## config.mk

```make
export PLATFORM = sky130hd
export DESIGN_NAME = gpio_dual_bank
export DESIGN_NICKNAME = d
export VERILOG_FILES = /design/src/rtl/gpio_bank_pkg.sv /design/src/rtl/gpio_port_decode.sv /design/src/rtl/gpio_merge.sv /design/src/rtl/gpio_readback.sv /design/src/rtl/gpio_dual_bank.sv
export SDC_FILE = /design/constraint.sdc
export NUM_CORES = 1
export LEC_CHECK = 0
export BUFFER_PORTS_ARGS = -buffer_cell sky130_fd_sc_hd__buf_2
export CAP_MARGIN = 10
export CORE_MARGIN = 1
export CORE_UTILIZATION = 45
export DETAILED_ROUTE_END_ITERATION = 8
export GPL_TIMING_DRIVEN = 0
export PLACE_DENSITY = 0.86
export SLEW_MARGIN = 20
export SYNTH_ARGS = -nofsm -noshare
export SYNTH_HDL_FRONTEND = slang
export SYNTH_SLANG_ARGS = --single-unit
```

## constraint.sdc

```tcl
create_clock -name clk -period 1.55 [get_ports clk]
set_input_delay 0.155 -clock clk [delete_from_list [all_inputs] [get_ports clk]]
set_output_delay 0.155 -clock clk [all_outputs]
set_load 0.005 [all_outputs]
```

## src/rtl/gpio_bank_pkg.sv

```systemverilog
package gpio_bank_pkg;
  localparam int unsigned ADDR_W = 10;
  localparam logic [ADDR_W-1:0] WA_DATA = 10'h04F; // byte 0x13C
  localparam logic [ADDR_W-1:0] WA_CLR  = 10'h064; // byte 0x190
  localparam logic [ADDR_W-1:0] WA_SET  = 10'h065; // byte 0x194

  typedef enum logic [1:0] {OP_NONE, OP_LOAD, OP_SET, OP_CLR} op_e;
endpackage

```

## src/rtl/gpio_port_decode.sv

```systemverilog
module gpio_port_decode
  import gpio_bank_pkg::*;
#(
  parameter int unsigned WIDTH = 32
) (
  input  logic              wr,
  input  logic [ADDR_W-1:0] addr,
  input  logic [WIDTH-1:0]  wdata,
  output logic              load_en,
  output logic [WIDTH-1:0]  load_val,
  output logic [WIDTH-1:0]  set_mask,
  output logic [WIDTH-1:0]  clr_mask
);
  op_e op;

  always_comb begin
    op = OP_NONE;
    if (wr) begin
      unique case (addr)
        WA_DATA: op = OP_LOAD;
        WA_SET:  op = OP_SET;
        WA_CLR:  op = OP_CLR;
        default: op = OP_NONE;
      endcase
    end
  end

  assign load_en  = (op == OP_LOAD);
  assign load_val = wdata;
  assign set_mask = (op == OP_SET) ? wdata : '0;
  assign clr_mask = (op == OP_CLR) ? wdata : '0;
endmodule

```

## src/rtl/gpio_merge.sv

```systemverilog
module gpio_merge #(
  parameter int unsigned WIDTH = 32,
  parameter int unsigned NMST  = 2
) (
  input  logic             clk,
  input  logic             rst,
  input  logic [NMST-1:0]  load_en,
  input  logic [WIDTH-1:0] load_val [NMST],
  input  logic [WIDTH-1:0] set_mask [NMST],
  input  logic [WIDTH-1:0] clr_mask [NMST],
  output logic [WIDTH-1:0] q
);
  logic [WIDTH-1:0] base, set_all, clr_all, nxt;

  always_comb begin
    base    = q;
    set_all = '0;
    clr_all = '0;
    // lowest index wins a full-word load: iterate from high to low
    for (int i = NMST - 1; i >= 0; i--) begin
      if (load_en[i]) base = load_val[i];
    end
    for (int i = 0; i < NMST; i++) begin
      set_all = set_all | set_mask[i];
      clr_all = clr_all | clr_mask[i];
    end
    nxt = (base | set_all) & ~clr_all;
  end

  always_ff @(posedge clk) begin
    if (rst) q <= '0;
    else     q <= nxt;
  end


  set_bits_chk: assert property (@(posedge clk) disable iff (rst)
    (load_en == '0 && set_mask[0] != '0 && clr_mask[1] == '0 && clr_mask[0] == '0)
      |=> ((q & $past(set_mask[0])) == $past(set_mask[0])));

  clr_bits_chk: assert property (@(posedge clk) disable iff (rst)
    (clr_mask[1] != '0) |=> ((q & $past(clr_mask[1])) == '0));

  load_win_chk: assert property (@(posedge clk) disable iff (rst)
    (load_en == 2'b11 && set_mask[0] == '0 && set_mask[1] == '0
     && clr_mask[0] == '0 && clr_mask[1] == '0)
      |=> (q == $past(load_val[0])));

  idle_hold_chk: assert property (@(posedge clk) disable iff (rst)
    (load_en == '0 && set_mask[0] == '0 && set_mask[1] == '0
     && clr_mask[0] == '0 && clr_mask[1] == '0) |=> $stable(q));
endmodule

```

## src/rtl/gpio_readback.sv

```systemverilog
module gpio_readback
  import gpio_bank_pkg::*;
#(
  parameter int unsigned WIDTH = 32
) (
  input  logic              clk,
  input  logic              rst,
  input  logic              rd,
  input  logic [ADDR_W-1:0] addr,
  input  logic [WIDTH-1:0]  cur,
  output logic [WIDTH-1:0]  rdata
);
  logic hit;
  assign hit = rd && (addr == WA_DATA || addr == WA_SET || addr == WA_CLR);

  always_ff @(posedge clk) begin
    if (rst)      rdata <= '0;
    else if (hit) rdata <= cur;
    else          rdata <= '0;
  end


  rd_old_chk: assert property (@(posedge clk) disable iff (rst)
    hit |=> (rdata == $past(cur)));
endmodule

```

## src/rtl/gpio_dual_bank.sv

```systemverilog
module gpio_dual_bank
  import gpio_bank_pkg::*;
#(
  parameter int unsigned WIDTH = 32
) (
  input  logic              clk,
  input  logic              rst,
  input  logic              m0_wr,
  input  logic              m0_rd,
  input  logic [ADDR_W-1:0] m0_addr,
  input  logic [WIDTH-1:0]  m0_wdata,
  output logic [WIDTH-1:0]  m0_rdata,
  input  logic              m1_wr,
  input  logic              m1_rd,
  input  logic [ADDR_W-1:0] m1_addr,
  input  logic [WIDTH-1:0]  m1_wdata,
  output logic [WIDTH-1:0]  m1_rdata,
  output logic [WIDTH-1:0]  gpio_out
);
  localparam int unsigned NMST = 2;

  logic              wr_v   [NMST];
  logic              rd_v   [NMST];
  logic [ADDR_W-1:0] addr_v [NMST];
  logic [WIDTH-1:0]  wd_v   [NMST];
  logic [WIDTH-1:0]  rdat_v [NMST];
  logic [NMST-1:0]   load_en;
  logic [WIDTH-1:0]  load_val [NMST];
  logic [WIDTH-1:0]  set_mask [NMST];
  logic [WIDTH-1:0]  clr_mask [NMST];
  logic [WIDTH-1:0]  dreg;

  assign wr_v[0] = m0_wr;  assign rd_v[0] = m0_rd;
  assign addr_v[0] = m0_addr; assign wd_v[0] = m0_wdata;
  assign wr_v[1] = m1_wr;  assign rd_v[1] = m1_rd;
  assign addr_v[1] = m1_addr; assign wd_v[1] = m1_wdata;
  assign m0_rdata = rdat_v[0];
  assign m1_rdata = rdat_v[1];

  for (genvar g = 0; g < NMST; g++) begin : g_port
    gpio_port_decode #(.WIDTH(WIDTH)) u_dec (
      .wr(wr_v[g]), .addr(addr_v[g]), .wdata(wd_v[g]),
      .load_en(load_en[g]), .load_val(load_val[g]),
      .set_mask(set_mask[g]), .clr_mask(clr_mask[g])
    );
    gpio_readback #(.WIDTH(WIDTH)) u_rb (
      .clk(clk), .rst(rst), .rd(rd_v[g]), .addr(addr_v[g]),
      .cur(dreg), .rdata(rdat_v[g])
    );
  end

  gpio_merge #(.WIDTH(WIDTH), .NMST(NMST)) u_merge (
    .clk(clk), .rst(rst), .load_en(load_en), .load_val(load_val),
    .set_mask(set_mask), .clr_mask(clr_mask), .q(dreg)
  );

  assign gpio_out = dreg;


  rst_zero_chk: assert property (@(posedge clk)
    rst |=> (gpio_out == '0 && m0_rdata == '0 && m1_rdata == '0));

  clr_beats_set_chk: assert property (@(posedge clk) disable iff (rst)
    (m0_wr && m0_addr == WA_SET && m1_wr && m1_addr == WA_CLR)
      |=> ((gpio_out & $past(m1_wdata)) == '0));
endmodule

```

# == Yosys cells after proc, flatten, opt, wreduce, memory -nomap -nowiden ==
# Cells that the tools add are included.
# totals
regBits,96
in_bits,90
output_inout_bits,96
elab_cells,40
# classes
n_eq_ne,12
mux,10
bitwise_logic,7
reduce_logical,8
# ops
cell,n
two-way mux 32 bit,6
bitwise OR 32 bit,3
"equality test 10 x 7 -> 1 bit, second input constant",6
bitwise AND 32 bit,1
inverter 32 bit,1
one-hot mux 2 bit (3 select lines),2
"equality test 2 bit, second input constant",4
"equality test 2 x 1 -> 1 bit, second input constant",2
logical OR 1 bit,4
two-way mux 2 bit,2
OR reduction 2 bit,2
logical AND 1 bit,2
inverter 1 bit,2

# == Logic depth before layout (Yosys ltp) ==
# Gate-level depths: netlist of the first run.
# logic_depth
depth_word,8
mapped_depth,6
ltp_nobuf,4

# == By module ==
# A second synthesis of the first run with hierarchy kept.
# hier_totals
hier_cells,732
hier_area_um2,6274.8
# modules_own_cells
mod,instances,cells_per_inst,area_per_inst_um2,seq_area_each_um2
gpio_readback,2,112,1408.9,640.6
gpio_merge,1,206,1868.0,640.6
gpio_port_decode,2,151,794.5,0.0

# == Worst setup path after synthesis of the first run ==
# Ideal clock, no wire load.
# synth_timing
path_type,input -> register
from,in m0_wr
to,reg u_merge.q[0]
setup_ns,0.066
t_arrival_ns,1.214
t_required_ns,1.484
setup_slack_ns,0.270
path_stages,6
path_buffers,2
path_cell_list,and3b_1 -> and4b_1 -> buf_6 -> buf_6 -> a221o_1 -> a21oi_2
# synth_via
elab_chain_cells,6
word_cells_on_any_way,12
classes_between,eq/ne (3); mux (4); bitwise (5)
# synth_rtl
item,line_no,rtl
start: declaration,gpio_dual_bank.sv:8,"input logic m0_wr,"
two-way mux 2 bit (*),gpio_port_decode.sv:18,if (wr) begin
equality test 2 bit (on tied branches),"gpio_port_decode.sv:30, gpio_port_decode.sv:31",
two-way mux 32 bit (on tied branches),"gpio_port_decode.sv:30, gpio_port_decode.sv:31",
bitwise OR 32 bit (on tied branches),"gpio_merge.sv:24, gpio_merge.sv:25",
bitwise OR 32 bit or inverter 32 bit (tied branches),gpio_merge.sv:27,nxt = (base | set_all) & ~clr_all;
bitwise AND 32 bit (*),gpio_merge.sv:27,
end signal: assignment,gpio_merge.sv:32,else q <= nxt;
end: declaration,gpio_merge.sv:11,output logic [WIDTH-1:0] q
# Mark *: on every way between the ends. The rest lies on a longest branch, timed or not.
# A chain may end at the register's enable or synchronous reset.

# == Final worst setup path of the first run ==
# layout_timing
from,in m1_addr[1]
to,reg u_merge.q[31]
# layout_via
elab_chain_cells,8
word_cells_on_any_way,17
classes_between,eq/ne (6); mux (6); bitwise (5)
# layout_rtl
item,line_no,rtl
start: declaration,gpio_dual_bank.sv:15,"input logic [ADDR_W-1:0] m1_addr,"
equality test 10 x 7 -> 1 bit,gpio_port_decode.sv:19,unique case (addr)
one-hot mux 2 bit (3 select lines) (*),gpio_port_decode.sv:19,
two-way mux 2 bit (*),gpio_port_decode.sv:18,
equality test 2 x 1 -> 1 bit (tied with other cells),gpio_port_decode.sv:28,assign load_en = (op == OP_LOAD);
two-way mux 32 bit (on tied branches),"gpio_merge.sv:21, gpio_port_decode.sv:30, gpio_port_decode.sv:31",
two-way mux 32 bit (tied with other cells),gpio_merge.sv:21,if (load_en[i]) base = load_val[i];
bitwise OR 32 bit or inverter 32 bit (tied branches),gpio_merge.sv:27,
bitwise AND 32 bit (*),gpio_merge.sv:27,
# Marked as above.

==> impl_metrics.tcl, run 1 <==
set metrics [dict create \
    hold_path.startpoint "m0_wdata[2]" \
    diodes 0 \
    startpoint_type "input port" \
    finalCritPeriodShare 0.9108 \
    vias_per_cell 5.757 \
    globalplace.congestion 0.8172 \
    post-route-util 0.6163 \
    rrSetupSlack_ps 760 \
    ios 186 \
    synth_seq_cells 96 \
    yosysUniqueCellTypes 27 \
    grt.total_usage 0.2596 \
    synth-async-reset-ratio 0 \
    syn-instance-count 349 \
    synth_commonest_cells "dfxtp_1, and2_1, a221o_1, a32oi_1, o211ai_1" \
    synth-edff-count 0 \
    crit_path_end_kind "flip-flop" \
    io_buffers 184 \
    hold_slack_ps 79.63 \
    syn_area_um2 3836 \
    ys_warn_count 0 \
    overflow 0 \
    wl_per_cell_um 17.97 \
    setup_viol 0 \
    tightestPinTransition_ps 543.5 \
    syn-num-nets 439 \
    vias 3765 \
    synthTopCellsByArea "dfxtp_1, and2_1, a221o_1" \
    synth_top_cell_by_area "dfxtp_1" \
    finalCriticalPeriod_ps 1412 \
    fmax_mhz 708.3 \
    final_area_um2 5064 \
    crit_type "in -> reg" \
    r2r-start "u_merge.q[28]" \
    cp.required_ps 1800 \
    grt_pass1_wl_um 17790 \
    cts_tree "yes" \
    path_max_fanout 10 \
    synth.yosys.seq_area_share 0.5010 \
    synthToLayoutAreaGrowth_pct 32.00 \
    r2r_cells 2 \
    skew_ps 11.14 \
    ant_nets 0 \
    coreArea_um2 8217 \
    rsz0062_at_grt "no" \
    p_per_area_nw_per_um2 835.2 \
    synth_top_cell_area_share 0.5010 \
    insertion_delay_ps 350 \
    r2r_end "u_merge.q[28]" \
    grt_max_degree 17 \
    nNetsFinal 634 \
    power_leakage_uw 0.002336 \
    yosysMostFrequentCell "dfxtp_1" \
    ys.flop_type "dfxtp_1" \
    drt-initial-drc-count 162 \
    status "complete, no violations" \
    grt_antenna_before_repair 0 \
    path_clk_slew_ps 100 \
    ir_drop_v 0.0004879 \
    cp.arrival_ps 1660 \
    drive_above_1_share 0.4590 \
    firstDrtPassIters 5 \
    hold_class "in -> reg" \
    place_area_um2 4888 \
    hold_viol_final 0 \
    maxCapViolations 0 \
    numCtsBuffers 9 \
    min_to "u_merge.q[2]" \
    cts_root_buf "clkbuf_8" \
    postCtsHoldBufs 0 \
    maxSlewHeadroom 0.6360 \
    wirelength_um 11750 \
    die_w_um 94.33 \
    worstHoldPathCells 3 \
    htree_levels 3 \
    cts.sinks 96 \
    drc 0 \
    fp-row-count 33 \
    start_util 0.4669 \
    die_area_um2 8898 \
    cts_buffer_depth 2 \
    slew_violations 0 \
    hpwl_um 8639 \
    avgSynthCellArea_um2 10.99 \
    grt_pass1_vias 3639 \
    dieHeight_um 94.33 \
]
==> power breakdown <==
part	internal, uW	total [uW]	switching [uW]
combinational	131	274	142
sequential	2470	2470	1.14
clock	597	1490	892
total	3190	4230	1040
==> layout by cell type (no fill, tap or decap), types with 2 or more instances in the layout <==
cell type,Yosys,final
a21oi_1,3,3
a21oi_2,30,30
a221o_1,32,32
a32oi_1,32,32
and2_1,64,64
and3b_1,3,3
and4b_1,2,2
and4bb_1,2,2
buf_2,16,200
buf_6,4,4
clkbuf_1,17,17
clkbuf_2,0,2
clkbuf_8,0,9
clkinv_4,0,2
clkinvlp_4,0,2
dfxtp_1,96,96
nor2_1,2,2
nor3b_1,2,2
o211ai_1,32,32
==> state kept, by name (all words and copies together) (netlist names) <==
register	flops
g_port.u_rb.rdata	64
u_merge.q	32
==> routing by layer <==
metal,global-route usage,vias up,share of wire
met5,0,-,0
met4,0.07308,0,0.014
met3,0.06119,19,0.073
met2,0.4601,190,0.52
met1,0.3112,1820,0.39
li1,-,1736,-
==> per-stage QoR <==
stage	power, uW	setup slack (ps)	cells	setup TNS (ps)
after floorplan	2621	269.9	349	0
after global placement	2781	-306.2	638	-17370
after detailed placement	2791	-319.8	638	-15730
after CTS	4246	57.94	654	0
after global routing	4378	1.668	654	0
final	4229	138.3	654	0
==> critical path, cell delays in order <==
cell and delay, ps:
buf_2 120, nor3b_2 460, and4_1 250, buf_2 170, buf_2 260, a221o_1 200, a21oi_2 40
==> cell families (layout without fill, tap and decap cells) <==
| kind of cell | Yosys count | count (layout) | share of synthesized area |
|---|---|---|---|
| and+or+nand+nor | 84 | 84 | 0.1510 |
| AOI/OAI and AO/OA | 132 | 132 | 0.2988 |
| DFF | 96 | 96 | 0.5010 |
| buffers and inverters | 37 | 237 | 0.04925 |
==> area by class of cell <==
| type | instances | area, um2 |
|---|---|---|
| plain buffers | 37 | 191.4 |
| clock buffers | 11 | 131.4 |
| clock inverters | 5 | 41.29 |
| fillers | 740 | 3153 |
| multi-input cells | 216 | 1725 |
| flip-flops and latches | 96 | 1922 |
| well taps | 105 | 131.4 |
| repair buffers | 184 | 920.9 |
==> how the worst max path moves through the flow <==
stage	from	endpoint	slack, ps	depth (start not counted)
floorplan	m0_wr	u_merge.q[0]	270	6
global placement	m1_addr[1]	g_port[1].u_rb.rdata[11]	-310	6
detailed placement	m1_addr[1]	g_port[1].u_rb.rdata[20]	-320	6
CTS	m1_addr[1]	g_port[1].u_rb.rdata[20]	60	6
global route	m1_addr[1]	g_port[1].u_rb.rdata[27]	2	6
finish	m1_addr[1]	u_merge.q[31]	140	7
==> timing repair <==
action | in CTS | in global routing
gates resized for setup | 0 | 4
setup endpoints to repair | 0 | 20
hold endpoints to repair | 0 | 0
buffers inserted | 0 | 0
Note: power is estimated with default switching activity, not from simulation.
==> run 2: changes to the inputs <==
--- a/config.mk
+++ b/config.mk
@@ -7,11 +7,13 @@
 export LEC_CHECK = 0
 export BUFFER_PORTS_ARGS = -buffer_cell sky130_fd_sc_hd__buf_2
 export CAP_MARGIN = 10
+export CORE_ASPECT_RATIO = 0.7
 export CORE_MARGIN = 1
 export CORE_UTILIZATION = 45
 export DETAILED_ROUTE_END_ITERATION = 8
 export GPL_TIMING_DRIVEN = 0
 export PLACE_DENSITY = 0.86
+export SKIP_CTS_REPAIR_TIMING = 1
 export SLEW_MARGIN = 20
 export SYNTH_ARGS = -nofsm -noshare
 export SYNTH_HDL_FRONTEND = slang
==> constraint.sdc (replaced) <==
create_clock -name clk -period 1.8 [get_ports clk]
set_input_delay 0.18 -clock clk [delete_from_list [all_inputs] [get_ports clk]]
set_output_delay 0.18 -clock clk [all_outputs]
set_load 0.005 [all_outputs]
==> run 2 against run 1 <==
Effect of this change:
- total power rose by 4.9%
- core utilization rose by 2.9 points
- sequential share of layout area fell by 1.1 points
- worst hold slack improved by 38 ps
- clock power rose by 40%
- register-to-register slack improved by 180 ps
- setup slack improved by 220 ps
- sequential power fell by 14%
- critical path type unchanged
- largest power group unchanged
==> impl_metrics.tcl, run 2 (synthesized netlist as in run 1, its figures left out) <==
set metrics [dict create \
    status "complete, no violations" \
    hold_viol_final 0 \
    maxCapViolations 0 \
    synthToLayoutAreaGrowth_pct 35.84 \
    slew_violations 0 \
    insertion_delay_ps 340 \
    diodes 0 \
    tightestPinTransition_ps 561.2 \
    cts_buffer_depth 2 \
    critPathSlowestCell "nor3b_2" \
    rsz0062_at_grt "no" \
    grt.total_usage 0.2574 \
    p_per_area_nw_per_um2 851.2 \
    fmax_mhz 694.5 \
    ir_drop_v 0.0005972 \
    pwr-share-clk 0.468 \
    start_util 0.4751 \
    path_clk_slew_ps 70 \
    r2r_end "u_merge.q[10]" \
    grt_pass1_vias 3562 \
    r2r-start "u_merge.q[10]" \
    cpMostUsedCell "buf_2" \
    regMostFlops "g_port.u_rb.rdata" \
    ios 186 \
    pwr-share-seq 0.479 \
    cts_root_buf "clkbuf_16" \
    dp_cells 634 \
    finalCriticalPeriod_ps 1440 \
    tns_ps 0 \
    die_area_um2 8904 \
    finalNonFillerCells 650 \
    grt_pass1_wl_um 17630 \
    numCtsBuffers 9 \
    crit_type "in -> reg" \
    setup_viol 0 \
    cp.required_ps 2020 \
    htree_levels 3 \
    overflow 0 \
    globalplace.congestion 0.8092 \
    cts_tree "yes" \
    grt_antenna_before_repair 0 \
    path_max_fanout 10 \
    skew_ps 4.473 \
    fp-row-count 27 \
    wirelength_um 11600 \
    startpoint_type "input port" \
    final_common_cell "buf_2" \
    die_w_um 112.4 \
    vias_per_cell 5.782 \
    slowest_delay_ps 430 \
    p_int_uw 3471 \
    cts.sinks 96 \
    io_buffers 184 \
    ant_nets 0 \
    firstDrtPassIters 4 \
    largestRegisters "g_port.u_rb.rdata (64), u_merge.q (32)" \
    drt-initial-drc-count 268 \
    largest_reg_flops 64 \
    post-route-util 0.6454 \
    crit_end "u_merge.q[10]" \
    crit_path_end_kind "flip-flop" \
    cp.depth 7 \
    power_leakage_uw 0.002411 \
    hold_slack_ps 117.9 \
    wl_per_cell_um 17.85 \
    dieHeight_um 79.25 \
    final_cell_mix "buf_2, dfxtp_1, and2_1" \
    drc 0 \
    hpwl_um 8402 \
    crit_start "m1_addr[1]" \
    grt_max_degree 18 \
    nNetsFinal 634 \
    finalCritPeriodShare 0.7999 \
    vias 3758 \
    cp.arrival_ps 1660 \
    p_comb_frac 0.053 \
    rrSetupSlack_ps 940 \
    coreArea_um2 8074 \
    switching_share 0.2176 \
    p_switching_uw 965.3 \
    maxSlewHeadroom 0.6241 \
    cp_num_buf_inv 3 \
    hold_class "in -> reg" \
    path_cells "buf_2 > nor3b_2 > and4_1 > buf_2 > buf_2 > a221o_1 > a21oi_2" \
    path_delay_family "simple AND/OR/NAND/NOR gates" \
    r2r_cells 2 \
    drive_above_1_share 0.4590 \
]
## run 2: worst reg2reg max path: stages (launching register included)
cell and delay, ps:
dfxtp_1 350, a32oi_1 290, a21oi_2 90
## run 2: cell type report
type	count	area [um2]
plain buffers	37	188.9
clock buffers	9	225.2
clock inverters	7	102.6
fillers	662	2863
multi-input cells	216	1725
flip-flops and latches	96	1922
well taps	101	126.4
repair buffers	184	920.9
## run 2: per-stage QoR
step | power [uW] | area [um2] | setup slack (ps)
detailed placement | 2402 | 4883 | -22.02
global placement | 2394 | 4883 | 15.70
global route | 4562 | 5211 | 221.1
CTS | 4457 | 5211 | 334.6
finish | 4436 | 5211 | 360.1
floorplan | 2257 | 3836 | 494.9
## run 2: worst min-delay path by stage
stage	from	to	slack, ps	depth (start not counted)
2_1_floorplan	m0_wdata[25]	u_merge.q[25]	350	2
3_3_place_gp	m0_wdata[9]	u_merge.q[9]	450	3
3_5_place_dp	m0_wdata[14]	u_merge.q[14]	470	3
4_1_cts	m0_wdata[14]	u_merge.q[14]	110	3
5_1_grt	m1_wdata[26]	u_merge.q[26]	120	3
6_report	m0_wdata[14]	u_merge.q[14]	120	3
## run 2: power by group through the flow
| stage | clock, uW | sequential (uW) | combinational [uW] |
|---|---|---|---|
| after CTS | 2100 | 2120 | 231 |
| after global routing | 2190 | 2120 | 253 |
| after global placement | 0 | 2170 | 220 |
| after floorplan | 0 | 2170 | 83.5 |
| final | 2080 | 2120 | 235 |
| after detailed placement | 0 | 2170 | 229 |
## run 2: routing by layer
metal  global-route usage  routed length [um]  vias to the layer above
li1                     -                   -                     1741
met4              0.07733                 144                        0
met3              0.06794                 873                       17
met2               0.4354                5503                      198
met5                    0                   0                        -
met1               0.3239                5079                     1802
==> run 3: changes to the inputs <==
==> constraint.sdc (replaced) <==
create_clock -name clk -period 1.5 [get_ports clk]
set_input_delay 0.15 -clock clk [delete_from_list [all_inputs] [get_ports clk]]
set_output_delay 0.15 -clock clk [all_outputs]
set_load 0.005 [all_outputs]
==> run 3 against run 2 <==
Effect of this change:
- sequential power grew 20%
- count of clock-buffer cells in the layout is the same
- final area grew 0.36%
- non-clock buffer count grew 1
- global-route usage is the same
- sequential share of layout area shrank 0.13 points
- highest routed layer unchanged
==> impl_metrics.tcl, run 3 (synthesized netlist as in run 1, its figures left out) <==
set metrics [dict create \
    status "complete, no violations" \
    path_clk_slew_ps 70 \
    dieHeight_um 79.25 \
    grt_max_degree 18 \
    r2r_cells 2 \
    fmax_mhz 726.1 \
    startpoint_type "input port" \
    ir_drop_v 0.0007171 \
    overflow 0 \
    r2r_end "u_merge.q[10]" \
    dp_slack_ps -292.0 \
    vias_per_cell 5.760 \
    diodes 0 \
    timing.final.ws_setup_ps 122.7 \
    cp.required_ps 1780 \
    p_per_area_nw_per_um2 1017 \
    finalNonFillerCells 651 \
    setup_viol 0 \
    cts_buffer_depth 2 \
    crit_end "u_merge.q[10]" \
    vias 3750 \
    nNetsFinal 635 \
    cts.sinks 96 \
    hpwl_um 8402 \
    tightestPinTransition_ps 573.5 \
    largest_reg_flops 64 \
    slew_violations 0 \
    finalCritPeriodShare 0.9182 \
    dp_cells 634 \
    hold_class "in -> reg" \
    rrSetupSlack_ps 640 \
    htree_levels 3 \
    cts_root_buf "clkbuf_16" \
    insertion_delay_ps 340 \
    r2r-start "u_merge.q[10]" \
    drc 0 \
    hold_slack_ps 87.42 \
    final_cell_mix "buf_2, dfxtp_1, and2_1" \
    firstDrtPassIters 5 \
    path_max_fanout 10 \
    power_leakage_uw 0.002418 \
    crit_start "m0_addr[0]" \
    rsz0062_at_grt "no" \
    total_power_uw 5319 \
    coreArea_um2 8074 \
    cp.arrival_ps 1650 \
    post-route-util 0.6478 \
    crit_path_end_kind "flip-flop" \
    fp-row-count 27 \
    synthToLayoutAreaGrowth_pct 36.33 \
    finalCriticalPeriod_ps 1377 \
    wirelength_um 11660 \
    drive_above_1_share 0.4618 \
    regMostFlops "g_port.u_rb.rdata" \
    largestRegisters "g_port.u_rb.rdata (64), u_merge.q (32)" \
    skew_ps 4.398 \
    crit_type "in -> reg" \
    die_area_um2 8904 \
    grt_pass1_wl_um 17630 \
    ant_nets 0 \
    grt_antenna_before_repair 0 \
    drt-initial-drc-count 267 \
    start_util 0.4751 \
    final_common_cell "buf_2" \
    maxSlewHeadroom 0.6159 \
    io_buffers 184 \
    cts_tree "yes" \
    wl_per_cell_um 17.90 \
    globalplace.congestion 0.8092 \
    die_w_um 112.4 \
    ios 186 \
    maxCapViolations 0 \
    hold_viol_final 0 \
    numCtsBuffers 9 \
    grt_pass1_vias 3562 \
    grt.total_usage 0.2574 \
]
-- run 3: changes by cell type in the layout (fill, tap and decap cells not counted), sizes merged --
| cell | change |
|---|---|
| buf | +1 |
-- run 3: cell type report --
type	count	area [um2]
timing repair buffer	185	928.4
fill	661	2844
sequential	96	1922
buffer	37	188.9
tap	101	126.4
clock buffer	9	225.2
clock inverter	7	102.6
multi-input combinational	216	1737
-- run 3: routing by layer --
layer,routed length [um],global-route usage
met1,5005,0.3239
met2,5576,0.4354
met3,921,0.06794
met4,153,0.07733
met5,0,0
-- run 3: worst min-delay path by stage --
stage / start / to / slack, ps / cells past startpoint
3_5_place_dp: m0_wdata[14] / u_merge.q[14] / 440 / 3
3_3_place_gp: m0_wdata[9] / u_merge.q[9] / 420 / 3
5_1_grt: m1_wdata[26] / u_merge.q[26] / 90 / 3
6_report: m0_wdata[14] / u_merge.q[14] / 90 / 3
4_1_cts: m0_wdata[14] / u_merge.q[14] / 80 / 3
2_1_floorplan: m0_wdata[25] / u_merge.q[25] / 320 / 2
-- run 3: worst max-delay path: stages --
cell	delay, ps
buf_2	110
and4b_1	240
a31oi_1	490
buf_2	330
o211ai_1	160
a21oi_2	180
-- run 3: power by group --
part | total, uW | leakage (uW) | internal, uW | switching (uW)
sequential | 2550 | 0.000773 | 2550 | 1.18
combinational | 286 | 0.00148 | 137 | 149
clock | 2480 | 0.000162 | 1480 | 1000
-- run 3: stage by stage --
| step | instance area (um2) | setup TNS, ps |
|---|---|---|
| finish | 5230 | 0 |
| global route | 5230 | 0 |
| CTS | 5211 | 0 |
| detailed placement | 4883 | -16790 |
| global placement | 4883 | -16140 |
| floorplan | 3836 | 0 |
